### src/rtl/ofc_pkg.sv
package ofc_pkg;
  typedef enum logic [2:0] {
    FC_12M  = 3'd0,
    FC_13M  = 3'd1,
    FC_19M2 = 3'd2,
    FC_24M  = 3'd3,
    FC_26M  = 3'd4,
    FC_38M4 = 3'd5
  } freq_cls_e;

  typedef enum logic [1:0] {W_IDLE, W_LEAD, W_MEAS} win_st_e;

  localparam int unsigned NUM_BINS = 5;

  function automatic logic [2:0] sel_of(freq_cls_e c);
    case (c)
      FC_38M4: sel_of = 3'd4;
      FC_26M:  sel_of = 3'd3;
      FC_19M2: sel_of = 3'd2;
      FC_13M:  sel_of = 3'd1;
      default: sel_of = 3'd0;
    endcase
  endfunction
endpackage

### src/rtl/ofc_ref_sync.sv
module ofc_ref_sync #(
  parameter int unsigned STAGES = 2
) (
  input  logic clk_i,
  input  logic rst_ni,
  input  logic ref_i,
  output logic tick_o
);
  logic [STAGES-1:0] sync_q;
  logic              last_q;

  always_ff @(posedge clk_i or negedge rst_ni) begin
    if (!rst_ni) begin
      sync_q <= '0;
      last_q <= 1'b0;
    end else begin
      sync_q <= {sync_q[STAGES-2:0], ref_i};
      last_q <= sync_q[STAGES-1];
    end
  end

  assign tick_o = sync_q[STAGES-1] & ~last_q;


  tick_single_chk: assert property (@(posedge clk_i) disable iff (!rst_ni)
    tick_o |=> !tick_o);
endmodule

### src/rtl/ofc_window.sv
module ofc_window
  import ofc_pkg::*;
#(
  parameter int unsigned CNT_W      = 32,
  parameter int unsigned LEAD_TICKS = 20,
  parameter int unsigned WIN_TICKS  = 20
) (
  input  logic             clk_i,
  input  logic             rst_ni,
  input  logic             start_i,
  input  logic             prediv_i,
  input  logic             tick_i,
  output logic             fin_o,
  output logic [CNT_W-1:0] elapsed_o,
  output logic             prediv_o
);
  localparam int unsigned MAXT = (LEAD_TICKS > WIN_TICKS) ? LEAD_TICKS : WIN_TICKS;
  localparam int unsigned TC_W = $clog2(MAXT + 1);
  localparam logic [TC_W-1:0] LEAD_LAST = TC_W'(LEAD_TICKS - 1);
  localparam logic [TC_W-1:0] WIN_LAST  = TC_W'(WIN_TICKS - 1);

  win_st_e          st_q;
  logic [CNT_W-1:0] fcnt_q, start_q, elapsed_q;
  logic [TC_W-1:0]  tcnt_q;
  logic             pdiv_q, fin_q;

  always_ff @(posedge clk_i or negedge rst_ni) begin
    if (!rst_ni) begin
      st_q      <= W_IDLE;
      fcnt_q    <= '0;
      start_q   <= '0;
      elapsed_q <= '0;
      tcnt_q    <= '0;
      pdiv_q    <= 1'b0;
      fin_q     <= 1'b0;
    end else begin
      fin_q <= 1'b0;
      case (st_q)
        W_IDLE: if (start_i) begin
          fcnt_q <= '0;
          tcnt_q <= '0;
          pdiv_q <= prediv_i;
          st_q   <= W_LEAD;
        end
        W_LEAD: begin
          fcnt_q <= fcnt_q + 1'b1;
          if (tick_i) begin
            if (tcnt_q == LEAD_LAST) begin
              start_q <= fcnt_q;
              tcnt_q  <= '0;
              st_q    <= W_MEAS;
            end else begin
              tcnt_q <= tcnt_q + 1'b1;
            end
          end
        end
        W_MEAS: begin
          fcnt_q <= fcnt_q + 1'b1;
          if (tick_i) begin
            if (tcnt_q == WIN_LAST) begin
              elapsed_q <= fcnt_q - start_q;  // modulo 2^CNT_W
              fin_q     <= 1'b1;
              st_q      <= W_IDLE;
            end else begin
              tcnt_q <= tcnt_q + 1'b1;
            end
          end
        end
        default: st_q <= W_IDLE;
      endcase
    end
  end

  assign fin_o     = fin_q;
  assign elapsed_o = elapsed_q;
  assign prediv_o  = pdiv_q;


  busy_start_ignored_chk: assert property (@(posedge clk_i) disable iff (!rst_ni)
    (st_q != W_IDLE && start_i) |=> $stable(pdiv_q));

  lead_to_meas_chk: assert property (@(posedge clk_i) disable iff (!rst_ni)
    (st_q == W_LEAD && tick_i && tcnt_q == LEAD_LAST) |=> (st_q == W_MEAS && tcnt_q == '0));

  fin_from_meas_chk: assert property (@(posedge clk_i) disable iff (!rst_ni)
    fin_q |-> st_q == W_IDLE);
endmodule

### src/rtl/ofc_classify.sv
module ofc_classify
  import ofc_pkg::*;
#(
  parameter int unsigned CNT_W   = 32,
  parameter int unsigned TH_13M  = 7600,
  parameter int unsigned TH_19M2 = 9000,
  parameter int unsigned TH_24M  = 13000,
  parameter int unsigned TH_26M  = 15200,
  parameter int unsigned TH_38M4 = 19000
) (
  input  logic [CNT_W-1:0] elapsed_i,
  input  logic             prediv_i,
  output freq_cls_e        cls_o,
  output logic [2:0]       sel_o,
  output logic             div2_o,
  output logic [1:0]       idx_o
);
  localparam int unsigned SC_W = CNT_W + 1;
  localparam logic [63:0] TH_V [NUM_BINS] = '{64'(TH_13M), 64'(TH_19M2), 64'(TH_24M),
                                             64'(TH_26M), 64'(TH_38M4)};
  localparam freq_cls_e CLS_V [NUM_BINS] = '{FC_13M, FC_19M2, FC_24M, FC_26M, FC_38M4};

  logic [SC_W-1:0]     scaled;
  logic [63:0]         scaled64;
  logic [NUM_BINS-1:0] above;

  assign scaled   = prediv_i ? {elapsed_i, 1'b0} : {1'b0, elapsed_i};
  assign scaled64 = 64'(scaled);

  for (genvar k = 0; k < NUM_BINS; k++) begin : g_bin
    assign above[k] = scaled64 > TH_V[k];
  end

  // ascending scan: the highest bin passed wins
  always_comb begin
    cls_o = FC_12M;
    for (int k = 0; k < NUM_BINS; k++) begin
      if (above[k]) cls_o = CLS_V[k];
    end
  end

  assign sel_o  = sel_of(cls_o);
  assign div2_o = sel_o > 3'd2;
  assign idx_o  = div2_o ? 2'(sel_o >> 1) : 2'(sel_o);
endmodule

### src/rtl/osc_freq_classifier.sv
module osc_freq_classifier
  import ofc_pkg::*;
#(
  parameter int unsigned CNT_W       = 32,
  parameter int unsigned SYNC_STAGES = 2,
  parameter int unsigned LEAD_TICKS  = 20,
  parameter int unsigned WIN_TICKS   = 20,
  parameter int unsigned TH_13M      = 7600,
  parameter int unsigned TH_19M2     = 9000,
  parameter int unsigned TH_24M      = 13000,
  parameter int unsigned TH_26M      = 15200,
  parameter int unsigned TH_38M4     = 19000
) (
  input  logic       clk_i,
  input  logic       rst_ni,
  input  logic       ref_i,
  input  logic       start_i,
  input  logic       prediv_i,
  output logic       done_o,
  output logic [2:0] class_o,
  output logic [2:0] sel_o,
  output logic       div2_o,
  output logic [1:0] idx_o
);
  logic             tick, fin, pdiv;
  logic [CNT_W-1:0] elapsed;
  freq_cls_e        cls_d;
  logic [2:0]       sel_d;
  logic             div2_d;
  logic [1:0]       idx_d;

  ofc_ref_sync #(.STAGES(SYNC_STAGES)) u_sync (
    .clk_i, .rst_ni, .ref_i, .tick_o(tick)
  );

  ofc_window #(.CNT_W(CNT_W), .LEAD_TICKS(LEAD_TICKS), .WIN_TICKS(WIN_TICKS)) u_win (
    .clk_i, .rst_ni, .start_i, .prediv_i, .tick_i(tick),
    .fin_o(fin), .elapsed_o(elapsed), .prediv_o(pdiv)
  );

  ofc_classify #(.CNT_W(CNT_W), .TH_13M(TH_13M), .TH_19M2(TH_19M2), .TH_24M(TH_24M),
                 .TH_26M(TH_26M), .TH_38M4(TH_38M4)) u_cls (
    .elapsed_i(elapsed), .prediv_i(pdiv),
    .cls_o(cls_d), .sel_o(sel_d), .div2_o(div2_d), .idx_o(idx_d)
  );

  always_ff @(posedge clk_i or negedge rst_ni) begin
    if (!rst_ni) begin
      done_o  <= 1'b0;
      class_o <= FC_12M;
      sel_o   <= '0;
      div2_o  <= 1'b0;
      idx_o   <= '0;
    end else begin
      done_o <= fin;
      if (fin) begin
        class_o <= cls_d;
        sel_o   <= sel_d;
        div2_o  <= div2_d;
        idx_o   <= idx_d;
      end
    end
  end


  done_pulse_chk: assert property (@(posedge clk_i) disable iff (!rst_ni)
    done_o |=> !done_o);

  hold_chk: assert property (@(posedge clk_i) disable iff (!rst_ni)
    !done_o |-> ($stable(class_o) && $stable(sel_o) && $stable(div2_o) && $stable(idx_o)));

  div2_sel_chk: assert property (@(posedge clk_i) disable iff (!rst_ni)
    div2_o == (sel_o > 3'd2));

  no_code_24m_chk: assert property (@(posedge clk_i) disable iff (!rst_ni)
    (class_o == FC_24M) |-> (sel_o == 3'd0));
endmodule

### config.mk
export PLATFORM = sky130hd
export DESIGN_NAME = osc_freq_classifier
export DESIGN_NICKNAME = d
export VERILOG_FILES = /design/src/rtl/ofc_pkg.sv /design/src/rtl/ofc_ref_sync.sv /design/src/rtl/ofc_window.sv /design/src/rtl/ofc_classify.sv /design/src/rtl/osc_freq_classifier.sv
export SDC_FILE = /design/constraint.sdc
export NUM_CORES = 1
export LEC_CHECK = 0
export ABC_AREA = 1
export BUFFER_PORTS_ARGS = -buffer_cell sky130_fd_sc_hd__buf_2
export CAP_MARGIN = 10
export CORE_MARGIN = 5
export CORE_UTILIZATION = 30
export DETAILED_ROUTE_END_ITERATION = 8
export PLACE_DENSITY = 0.52
export SLEW_MARGIN = 20
export SYNTH_ARGS = -nofsm -noshare
export SYNTH_HDL_FRONTEND = slang
export SYNTH_HIERARCHICAL = 1
export SYNTH_SLANG_ARGS = --single-unit
### constraint.sdc
create_clock -name clk_i -period 4.48 [get_ports clk_i]
set_clock_uncertainty 0.2 [all_clocks]
set_input_delay 0.224 -clock clk_i [delete_from_list [all_inputs] [get_ports clk_i]]
set_output_delay 0.224 -clock clk_i [all_outputs]
set_load 0.03 [all_outputs]
==> impl_metrics.ini <==
[global_routing]
grt_max_degree = 66
track_usage = 0.150
grt_pass1_vias = 8162
grt_pass1_wl_um = 41000
grt.overflow.total = 0
antenna_found_initial = 0

[floorplan]
io_pins = 15
rows = 64
start_util = 0.302
die_w_um = 185
coreArea_um2 = 30300
dieArea_um2 = 34100
dieHeight_um = 185

[cts]
cts_tree = yes
clock-root-buffer = clkbuf_16
cts.clk_slew.worst_paths_ns = 0.06
clk_latency_ns = 0.43
htreeDepth = 4
cts_resized = 0
clk_path_buf_depth = 2
cts_sinks = 118
cts-buffers-inserted = 17
postCtsSetupBuffers = 0

[route]
wirelength_um = 24700
vias_per_cell = 4.55
vias = 8554
drcViolationCount = 0
wire_per_inst_um = 13.1
drt_iter0_drc = 578
antenna_left = 0
firstDrtPassIters = 5

[layout]
num-nets-final = 1516
n_antenna_cell = 0
nFillCells = 3361
synthToLayoutAreaGrowth_pct = 10.8
drive_gt1_frac = 0.0781
multi_input_area_um2 = 5040
seq_area_um2 = 2950

[synthesis]
syn_area_per_cell_um2 = 6.28
yosys_warnings = 6
ys_types = 39
synth_edf_count = 0
synth_nets = 1502
syn-instance-count = 1459
synth_ff_type = dfrtp_1
synthArstFlopShare = 1.00
ys_ff_latch = 118
synth-seq-area-share = 0.322
synthesis.area_um2 = 9160

[placement]
place.port_buffers = 14
dp_hpwl_um = 19500
gp_congestion = 0.851

[sta]
slew_headroom = 0.493
finalSetupTns_ns = 0
maxSlewViolCount = 0
final.period_utilization = 0.608
max_freq_mhz = 367
rsz0062_at_grt = false
finalHoldViolCount = 0
setup_violations = 0
min_period_ns = 2.72
worst_slew_pin_slew_ns = 0.761

[job]
max_cap_violations = 0

[worst_setup_path]
path_delay_family = simple AND/OR/NAND/NOR gates
required_ns = 4.60
cp_slowest_stage_delay_ns = 0.72
critPathKind = register to register
r2r_slack_ns = 1.76
critPathSlowestCell = ha_1
critPathCaptureType = register
worst-path-max-fanout = 28
worstPathArrival_ns = 2.84
startpoint_type = register
cp.buffers_inverters = 2
path_cells = inv_1, ha_1, nand2_2, nand2_4, nand3_2, inv_2, nand4_2, nor2_2, nand2_1, o21ai_1, nor2_1

[power]
p_leak_nw = 5.38
cellPowerDensity_nw_per_um2 = 391
ir_worst_vdd_uv = 276
power_mw = 3.97

[hold_path]
min-delay-path-class = register to register

[run_status]
outcome = finished, final reports clean
-- state kept, by name (all words and copies together) (netlist names), 2 cells and up --
register / flops
class_o: 3
u_win/fcnt_q: 32
u_win/start_q: 32
idx_o: 2
u_sync/sync_q: 2
u_win/tcnt_q: 5
u_win/elapsed_o: 32
sel_o: 3
u_win/st_q: 2
-- cell type report --
class / count / share of cell area
multi-input combinational: 1059 / 0.497
sequential: 118 / 0.291
inverter: 255 / 0.0950
tap: 396 / 0.0488
clock buffer: 21 / 0.0444
timing repair buffer: 22 / 0.0141
clock inverter: 11 / 0.0101
-- final timing paths --
check                            startpoint            endpoint  cells past startpoint
max                           u_win/st_q[0]    u_win/fcnt_q[18]                     11
min                        u_sync/sync_q[0]    u_sync/sync_q[1]                      0
max reg2reg                   u_win/st_q[0]    u_win/fcnt_q[18]                     11
min reg2reg                u_sync/sync_q[0]    u_sync/sync_q[1]                      0
max in group asynchronous            rst_ni   u_win/start_q[25]                      3
min in group asynchronous            rst_ni  u_win/elapsed_o[2]                      2
-- cell families (layout without fill, tap and decap cells) --
kind of cell               Yosys count  count (layout)  share of synthesized area
DFF                                118             118                      0.322
adders and majority gates           38              38                     0.0527
xor gates and xnor gates            16              16                     0.0153
AOI/OAI and AO/OA                  138             138                     0.0776
muxes                                1               1                    0.00123
and+or+nand+nor                    866             866                      0.403
buffers and inverters              282             309                      0.128
-- metrics by stage --
step                hold WS [ns]  cells  setup slack, ns  cell area (µm²)  utilization
floorplan                 -0.272   1459             2.36             9160            -
detailed placement         0.133   1846             1.75             9560        0.315
global route               0.156   1882             1.51            10100        0.334
global placement           0.132   1846             1.83             9560        0.315
finish                     0.148   1882             1.76            10100        0.334
CTS                        0.150   1882             1.73            10100        0.334
-- metal layers --
| layer | global-route usage | routed length, µm | up-vias |
|---|---|---|---|
| met5 | 0 | 0 | - |
| met4 | 0.0432 | 414 | 0 |
| met3 | 0.0237 | 682 | 22 |
| met2 | 0.245 | 11300 | 115 |
| met1 | 0.206 | 12300 | 3892 |
| li1 | - | - | 4525 |
-- cells in the mapped netlist (3+ instances only) --
cell	count	area [µm²]
nand4_1	22	138
o21bai_1	5	37.5
nand3_1	88	440
nand2_1	543	2040
nand3b_1	5	37.5
xor2_1	6	52.6
buf_2	7	35.0
buf_4	3	22.5
buf_6	10	113
clkbuf_1	4	15.0
nor2_1	137	514
nor2_2	7	43.8
dfrtp_1	118	2950
nor3_1	21	105
nor3_2	5	50.1
xnor2_1	10	87.6
nand2_2	24	150
a21oi_1	49	245
o21ai_1	20	100
nor2_4	4	45.0
inv_2	13	48.8
inv_1	239	897
ha_1	37	463
o21ai_0	61	305
nand2_4	4	45.0
-- cells in the final DEF, fill, tap and decap left out, types with 10 or more instances in the layout --
cell       instances
a21oi_1           49
buf_2             13
clkbuf_16         17
dfrtp_1          118
ha_1              37
inv_1            239
inv_2             13
nand2_1          543
nand2_2           24
nand3_1           87
nand4_1           22
nor2_1           137
nor3_1            21
o21ai_0           61
o21ai_1           20
xnor2_1           10
-- report_power, final --
group / total [mW] / internal, mW / switching, mW / leakage (nW)
combinational: 1.51 / 0.472 / 1.04 / 3.50
clock: 1.30 / 0.776 / 0.520 / 0.252
sequential: 1.16 / 1.10 / 0.0549 / 1.63
-- what timing repair did --
action,4_1_cts,5_1_grt
hold buffers,4,0
setup endpoints to repair,0,0
endpoints found under the hold margin,59,0
(Power assumes the default switching activity.)
